File: src/rtl/cmpl_pkg.sv
package cmpl_pkg;
  localparam int OPT_W       = 32;
  localparam int CODE_W      = 6;
  localparam int CODE_LSB    = 12;
  localparam int NCH         = 1 << CODE_W;
  localparam int BIT_EARLY   = 11;
  localparam int BIT_FIN_INT = 20;
  localparam int BIT_MID_INT = 21;
  localparam int BIT_FIN_CHN = 22;
  localparam int BIT_MID_CHN = 23;

  typedef struct packed {
    logic              early;
    logic              fin_int;
    logic              mid_int;
    logic              fin_chn;
    logic              mid_chn;
    logic [CODE_W-1:0] code;
  } opt_fields_t;

  function automatic opt_fields_t unpack_opt(input logic [OPT_W-1:0] w);
    opt_fields_t f;
    f.early   = w[BIT_EARLY];
    f.fin_int = w[BIT_FIN_INT];
    f.mid_int = w[BIT_MID_INT];
    f.fin_chn = w[BIT_FIN_CHN];
    f.mid_chn = w[BIT_MID_CHN];
    f.code    = w[CODE_LSB +: CODE_W];
    return f;
  endfunction
endpackage

File: src/rtl/cmpl_decode.sv
module cmpl_decode
  import cmpl_pkg::*;
#(
  parameter int N = NCH
) (
  input  logic             clk,
  input  logic             rst_n,
  input  logic             ntf_valid,
  input  logic             ntf_done,
  input  logic             ntf_last,
  input  logic [OPT_W-1:0] ntf_opt,
  output logic [N-1:0]     pend_set,
  output logic [N-1:0]     chain_set
);
  opt_fields_t fld;
  logic        take;
  logic        want_int;
  logic        want_chn;
  logic [N-1:0] hit;

  always_comb begin
    fld      = unpack_opt(ntf_opt);
    // normal mode reports at data-moved stage, early mode at submission
    take     = ntf_valid && (ntf_done != fld.early);
    want_int = ntf_last ? fld.fin_int : fld.mid_int;
    want_chn = ntf_last ? fld.fin_chn : fld.mid_chn;
    hit      = {{(N-1){1'b0}}, 1'b1} << fld.code;
    pend_set  = (take && want_int) ? hit : '0;
    chain_set = (take && want_chn) ? hit : '0;
  end


  one_pend_bit_chk: assert property (@(posedge clk) disable iff (!rst_n)
    $onehot0(pend_set) && $onehot0(chain_set));

  wrong_stage_ignored_chk: assert property (@(posedge clk) disable iff (!rst_n)
    (ntf_valid && (ntf_done == ntf_opt[BIT_EARLY])) |-> (pend_set == '0 && chain_set == '0));
endmodule

File: src/rtl/cmpl_pend.sv
module cmpl_pend #(
  parameter int N = 64
) (
  input  logic         clk,
  input  logic         rst_n,
  input  logic [N-1:0] set_i,
  input  logic [N-1:0] clr_i,
  input  logic [N-1:0] en_i,
  output logic [N-1:0] pend_o,
  output logic         irq_o
);
  logic [N-1:0] pend_q;
  logic [N-1:0] pend_d;
  logic         pend_ce;

  always_comb begin
    pend_ce = (|set_i) || (|clr_i);
    // set has priority over a simultaneous clear
    pend_d  = (pend_q & ~clr_i) | set_i;
  end

  always_ff @(posedge clk or negedge rst_n) begin
    if (!rst_n)       pend_q <= '0;
    else if (pend_ce) pend_q <= pend_d;
  end

  assign pend_o = pend_q;
  assign irq_o  = |(pend_q & en_i);


  set_wins_chk: assert property (@(posedge clk) disable iff (!rst_n)
    (|set_i) |=> ((pend_q & $past(set_i)) == $past(set_i)));

  clear_takes_chk: assert property (@(posedge clk) disable iff (!rst_n)
    (|(clr_i & ~set_i)) |=> ((pend_q & $past(clr_i & ~set_i)) == '0));

  irq_needs_pend_chk: assert property (@(posedge clk) disable iff (!rst_n)
    irq_o |-> (pend_q != '0));
endmodule

File: src/rtl/cmpl_trig.sv
module cmpl_trig #(
  parameter int N = 64
) (
  input  logic         clk,
  input  logic         rst_n,
  input  logic [N-1:0] chain_i,
  input  logic [N-1:0] manual_i,
  output logic [N-1:0] trig_o
);
  logic [N-1:0] evt_q;
  logic [N-1:0] evt_d;
  logic         evt_ce;

  always_comb begin
    evt_d  = chain_i | manual_i;
    // register only loads when something changes: new events or a pulse to retire
    evt_ce = (|evt_d) || (|evt_q);
  end

  always_ff @(posedge clk or negedge rst_n) begin
    if (!rst_n)      evt_q <= '0;
    else if (evt_ce) evt_q <= evt_d;
  end

  assign trig_o = evt_q;


  pulse_one_cycle_chk: assert property (@(posedge clk) disable iff (!rst_n)
    (|(evt_q & ~chain_i & ~manual_i)) |=> ((evt_q & $past(evt_q & ~chain_i & ~manual_i)) == '0));

  manual_fires_chk: assert property (@(posedge clk) disable iff (!rst_n)
    (|manual_i) |=> ((evt_q & $past(manual_i)) == $past(manual_i)));
endmodule

File: src/rtl/cmpl_irq_chain.sv
module cmpl_irq_chain
  import cmpl_pkg::*;
(
  input  logic             clk,
  input  logic             rst_n,
  input  logic             ntf_valid,
  input  logic             ntf_done,
  input  logic             ntf_last,
  input  logic [OPT_W-1:0] ntf_opt,
  input  logic [NCH-1:0]   irq_en,
  input  logic [NCH-1:0]   pend_clr,
  input  logic [NCH-1:0]   evt_set,
  output logic [NCH-1:0]   pend,
  output logic [NCH-1:0]   trig,
  output logic             cpu_irq
);
  logic [NCH-1:0] pend_set;
  logic [NCH-1:0] chain_set;

  cmpl_decode #(.N(NCH)) u_dec (
    .clk(clk), .rst_n(rst_n),
    .ntf_valid(ntf_valid), .ntf_done(ntf_done), .ntf_last(ntf_last), .ntf_opt(ntf_opt),
    .pend_set(pend_set), .chain_set(chain_set)
  );

  cmpl_pend #(.N(NCH)) u_pend (
    .clk(clk), .rst_n(rst_n),
    .set_i(pend_set), .clr_i(pend_clr), .en_i(irq_en),
    .pend_o(pend), .irq_o(cpu_irq)
  );

  cmpl_trig #(.N(NCH)) u_trig (
    .clk(clk), .rst_n(rst_n),
    .chain_i(chain_set), .manual_i(evt_set), .trig_o(trig)
  );


  reset_quiet_chk: assert property (@(posedge clk)
    $rose(rst_n) |-> (pend == '0 && trig == '0 && !cpu_irq));
endmodule

File: config.mk
export PLATFORM = sky130hd
export DESIGN_NAME = cmpl_irq_chain
export DESIGN_NICKNAME = d
export VERILOG_FILES = /design/src/rtl/cmpl_pkg.sv /design/src/rtl/cmpl_decode.sv /design/src/rtl/cmpl_pend.sv /design/src/rtl/cmpl_trig.sv /design/src/rtl/cmpl_irq_chain.sv
export SDC_FILE = /design/constraint.sdc
export NUM_CORES = 1
export LEC_CHECK = 0
export CAP_MARGIN = 20
export CORE_AREA = 2 2 137 139
export DETAILED_ROUTE_END_ITERATION = 10
export DIE_AREA = 0 0 139 141
export DONT_BUFFER_PORTS = 1
export HOLD_SLACK_MARGIN = 0.02
export PLACE_DENSITY_LB_ADDON = 0.15
export SYNTH_ARGS = -nofsm -noshare
export SYNTH_HDL_FRONTEND = slang
export SYNTH_HIERARCHICAL = 1
export SYNTH_SLANG_ARGS = --single-unit
File: constraint.sdc
create_clock -name clk -period 2.62 [get_ports clk]
set_input_delay 0.524 -clock clk [delete_from_list [all_inputs] [get_ports clk]]
set_output_delay 0.524 -clock clk [all_outputs]
set_load 0.05 [all_outputs]
======== Word level (Yosys, flattened, before mapping) ========
Cells that the tools add are included.
operators by class
  add/subtract/negate cells ............... 0
  multipliers ............................. 0
  divide/modulo/power cells ............... 0
  order comparisons ....................... 0
  equality and inequality tests ........... 1
  shift operators ......................... 1
  mux-type cells .......................... 4
  bitwise operators ....................... 5
  reductions and logical operators ........ 10
operators with widths
  operator                                           count
  OR reduction 64 bit                                5
  bitwise AND 64 bit                                 2
  two-way mux 64 bit                                 2
  OR 64 bit                                          2
  NOT 64 bit                                         1
  << shifter 1 x 6 -> 64 bit (first input constant)  1
  logical AND 1 bit                                  3
  logical OR 1 bit                                   2
  two-way mux 1 bit                                  2
  != test 1 bit                                      1
storage, ports and cells
  flip-flop bits (word level) ............. 128
  latch bits .............................. 0
  bits in writable memories ............... 0
  ROM bits ................................ 0
  bits of input ports ..................... 229
  output and inout port bits .............. 129
  logic and storage cells ................. 23
  memories ................................ 0

======== Logic depth before layout (Yosys ltp) ========
  depth after elaboration ................. 7
  depth in mapped cells ................... 6
  depth with buffers taken out ............ 4

======== Cells and area by module ========
Netlist, hierarchy kept.
modules (own cells, without submodules)
  module       times used  cells an instance  area an instance (sq um)  seq. area each (sq um)
  cmpl_pend    1           229                2685.1                    1601.5
  cmpl_trig    1           128                2001.9                    1601.5
  cmpl_decode  1           204                1290.0                    0.0

======== Worst setup path before layout ========
Ideal clock, no wire load.
  path type ............................... register -> output
  start point ............................. reg u_pend.pend_q[12] (netlist: u_pend/pend_o[12])
  end point ............................... out cpu_irq
  arrival time ............................ 1.868 ns
  required time ........................... 2.096 ns
  path slack .............................. 0.228 ns
  cell stages (with the launch flop) ...... 5
  buffers on the path ..................... 0
  cells stage by stage .................... dfrtp_1 a22o_1 a221oi_2 nand4_1 or4_1
on the way
  word-level cells in the longest chain between the ends .. 2
RTL lines
  element                   line                  RTL
  start: declaration        cmpl_pend.sv:12       logic [N-1:0] pend_q;
  start signal: assignment  cmpl_pend.sv:24       else if (pend_ce) pend_q <= pend_d;
  bitwise AND 64 bit        cmpl_pend.sv:28       assign irq_o = |(pend_q & en_i);
  OR reduction 64 bit       cmpl_pend.sv:28
  end: declaration          cmpl_irq_chain.sv:15  output logic cpu_irq
No other way between the ends.

======== Worst setup path in the final report ========
  start point ............................. reg u_pend.pend_q[20] (netlist: u_pend/pend_o[20])
  end point ............................... out cpu_irq
The elaborated chain is that of the path after synthesis.

==> run summary <==
The worst hold path belongs to the class primary input to asynchronous set/reset pin. Areal power density over the cells: 661 nW/um2. The synthesis-to-finish area growth is 22.9%. Of the post-synthesis cell area, the dominant cell type holds 53.6%. With fillers left out, the area of the finished cells amounts to 7340 um2.

Setup repair after global routing could not meet its margin everywhere. The count of endpoints failing hold in the final timing report came out at 128. The logs give 0 for the total count of max-transition violations in the final report and 0 for the sum of overflow across all layers after global routing.

Fill cells in the final layout number 1,822. The cell count of the worst reg-to-reg path works out to 2. By area the synthesized netlist is led by sky130_fd_sc_hd__dfrtp_1, sky130_fd_sc_hd__nor4_1, sky130_fd_sc_hd__a21o_1, sky130_fd_sc_hd__or2_1, sky130_fd_sc_hd__inv_1. From left edge to right edge, the die measures 139 um. The run gives 129 as the largest net degree at the start of global routing. For the tightest slew margin relative to the limit, the log shows 33.1%.

Startpoint class of the critical path: a flip-flop. Synthesis produced a netlist with a net count of 790. For this run, the top clock speed supported by timing is 366 MHz. The number of routed nets with antenna violations is 0. After floorplanning, the core was divided into 50 placement rows. For this design the top-level I/O count stands at 358.

The library cell used most frequently in the layout, excluding fill and tap cells, is sky130_fd_sc_hd__dfrtp_1. Gate count after technology mapping: 561. For the initial antenna violation count, the log shows 0.

Buffer depth of the longest clock path: 2. At the end of routability-driven placement, the weighted congestion stood at 0.832. The run gives -0.112 ns as the worst-case setup margin in the final layout.

The placed instances occupy a cell area of 6720 um2. In this run, CTS created clock tree buffers numbering 17. In this run the standard cell core region covers 18,300 um2. Floorplan die area: 19,600 um2. The tools report the endpoint class of the critical path as an output pin. The setup slack on the worst flop-to-flop path came out at 1.71 ns. The DRC violation count after routing was 0. The maximum fanout along the worst path came out at 2. The run gives 1 as the number of endpoints failing setup at the final stage. The global-route usage over all layers was 21.2%; the number of global-route vias before repair was 4,982. The library cells used most frequently in the layout, excluding fill and tap cells, are sky130_fd_sc_hd__dfrtp_1, sky130_fd_sc_hd__nor4_1, sky130_fd_sc_hd__buf_4.

Summing every instance area after synthesis gives 5980 um2. The wire length of the first global-routing pass came out at 31,100 um. Across the run, the number of max-cap violations was 0.

The run gives 834 as the final layout net count. In the final layout, the share of cells above drive strength 1 is 22.8%. The run gives 15,100 um as the HPWL after detailed placement. The run finished, with violations left. Counting distinct cell types in the post-synthesis netlist gives 25. The worst register-to-register path begins at u_pend/pend_o[0].

For this configuration, the core starts out at a cell density of 32.7%. For the worst setup path, the data arrival time is 2.21 ns. Number of vias in the routed layout: 4,715.

The endpoint of the lowest-slack register-to-register path was u_pend/pend_o[0]. The die is 141 um tall. The worst-case IR drop observed on VDD is 0.546 mV.

Clock latency of the later-clocked register in the worst-skew pair: 0.42 ns. For the final database, setup skew stands at 0 ns. TritonCTS built the clock tree.

The checks that failed: negative hold slack, negative setup slack. The wire length after detailed routing was 21,200 um. 0 antenna diodes ended up in the layout. The average footprint of a synthesized cell is 10.7 um2, and the storage element area is 3200 um2. The detailed-route wire length per cell is 24.9 um.

The first detailed-routing pass took 4 iterations. The logs give 2.10 ns for the required arrival time at the worst endpoint and -0.194 ns for the tightest hold margin. Counting flops and latches in the post-synthesis netlist gives 128.

The clock net in this run drives a total of 128 sinks. Level count of the clock H-tree: 4. The worst setup path is of the flip-flop to output pin kind. After synthesis, flip-flops and latches occupy 53.6% of the total area. The final critical path takes up 104% of the cycle.

Clock-pin slew was measured on the worst setup and hold paths at 0.06 ns. The biggest area contributor in the post-synthesis netlist is sky130_fd_sc_hd__dfrtp_1. In this run, the number of DRC markers left after iteration 0 of detailed routing was 201. The tools report the total area of multi-input combinational cells as 2370 um2. The worst path in the final design needs a cycle of 2.73 ns, including I/O delays and setup. The cell sitting at the root of the clock tree is a sky130_fd_sc_hd__clkbuf_16. The per-cell via count in the routed design is 5.53. The count of yosys warnings during synthesis was 6.

For this design the static power due to leakage is 3.80 nW. At the pin with the least slew margin, the transition time is 1.00 ns. Number of input and output port buffers inserted: 0.
-- cells in the mapped netlist --
| cell | n |
|---|---|
| sky130_fd_sc_hd__nand4bb_1 | 3 |
| sky130_fd_sc_hd__or2_1 | 64 |
| sky130_fd_sc_hd__xnor2_1 | 1 |
| sky130_fd_sc_hd__or3_1 | 1 |
| sky130_fd_sc_hd__clkbuf_1 | 40 |
| sky130_fd_sc_hd__nor4_1 | 118 |
| sky130_fd_sc_hd__nand4_1 | 5 |
| sky130_fd_sc_hd__nor4_4 | 2 |
| sky130_fd_sc_hd__inv_1 | 64 |
| sky130_fd_sc_hd__buf_2 | 12 |
| sky130_fd_sc_hd__a221oi_2 | 8 |
| sky130_fd_sc_hd__buf_6 | 2 |
| sky130_fd_sc_hd__or4_1 | 1 |
| sky130_fd_sc_hd__or4b_1 | 1 |
| sky130_fd_sc_hd__dfrtp_1 | 128 |
| sky130_fd_sc_hd__nand3b_1 | 3 |
| sky130_fd_sc_hd__mux2i_1 | 2 |
| sky130_fd_sc_hd__a21o_1 | 64 |
| sky130_fd_sc_hd__a22o_1 | 16 |
| sky130_fd_sc_hd__or3b_1 | 3 |
| sky130_fd_sc_hd__nor4_2 | 8 |
| sky130_fd_sc_hd__a221oi_1 | 8 |
| sky130_fd_sc_hd__nand3_1 | 1 |
| sky130_fd_sc_hd__buf_1 | 3 |
| sky130_fd_sc_hd__nand4b_1 | 3 |
-- repair_timing --
item / 4_1_cts / 5_1_grt
gates cloned: 0 / 0
buffers inserted: 0 / 0
endpoints found under the setup margin: 1 / 1
gates resized for setup: 5 / 5
hold endpoints to repair: 128 / 128
pin swaps: 2 / 5
-- worst max-delay path by stage --
stage	startpoint	end	slack [ns]	cells after the start
finish	u_pend/pend_o[20]	cpu_irq	-0.11	5
global route	u_pend/pend_o[13]	cpu_irq	-0.15	5
CTS	u_pend/pend_o[2]	cpu_irq	-0.16	5
detailed placement	irq_en[26]	cpu_irq	0.07	5
global placement	irq_en[26]	cpu_irq	0.09	5
floorplan	u_pend/pend_o[12]	cpu_irq	0.23	4
-- routing by layer --
metal  wire length, um  share of wire (%)  track usage [%]  vias up
li1                  -                  -                -     2130
met4               276                1.3             6.96        0
met1              8610                 41             26.6     2322
met5                 0                  0                0        -
met2             10400                 49             35.1      246
met3              1940                9.1             6.62       17
-- metrics by stage --
stage | TNS, ns | std cells | total power, W | utilization (%) | worst slack [ns]
after floorplan | 0 | 561 | 0.00252 | - | 0.228
after global placement | 0 | 820 | 0.00261 | 36.8 | 0.0913
after detailed placement | 0 | 820 | 0.00261 | 36.8 | 0.0746
final | -0.112 | 852 | 0.00486 | 40.2 | -0.112
after global routing | -0.152 | 852 | 0.00501 | 40.2 | -0.152
after CTS | -0.157 | 852 | 0.00492 | 40.0 | -0.157
-- critical path, cell delays in order (launching register included) --
cell and delay, ns:
sky130_fd_sc_hd__dfrtp_1 0.38, sky130_fd_sc_hd__a22o_1 0.22, sky130_fd_sc_hd__a221oi_1 0.28, sky130_fd_sc_hd__nand4_1 0.21, sky130_fd_sc_hd__or4_4 0.53, sky130_fd_sc_hd__buf_8 0.17
-- final cells by class --
class / count / share of cell area [%]
Multi-Input combinational cell: 312 / 32.3
Inverter: 64 / 3.27
Clock inverter: 14 / 1.79
Clock buffer: 18 / 5.84
Tap cell: 234 / 3.99
Sequential cell: 128 / 43.6
Timing Repair Buffer: 82 / 9.17
-- registers in the layout, summed over array words and instances (netlist names) --
register and count:
u_trig/trig_o 64, u_pend/pend_o 64
-- power breakdown --
part           switching, W  total [W]  internal [W]
sequential         0.000213    0.00224       0.00203
clock              0.000956    0.00228       0.00132
combinational      0.000238   0.000338     0.0000998
-- logic make-up (layout without fill, tap and decap cells) --
| logic type | Yosys count | after routing | share of synthesized area (%) |
|---|---|---|---|
| and+or+nand+nor | 213 | 213 | 24.3 |
| DFF | 128 | 128 | 53.6 |
| buffers and inverters | 121 | 178 | 8.10 |
| AOI/OAI and AO/OA | 96 | 96 | 13.6 |
| muxes | 2 | 2 | 0.335 |
| xor gates and xnor gates | 1 | 1 | 0.147 |
Power figures use the tool's default switching activity.
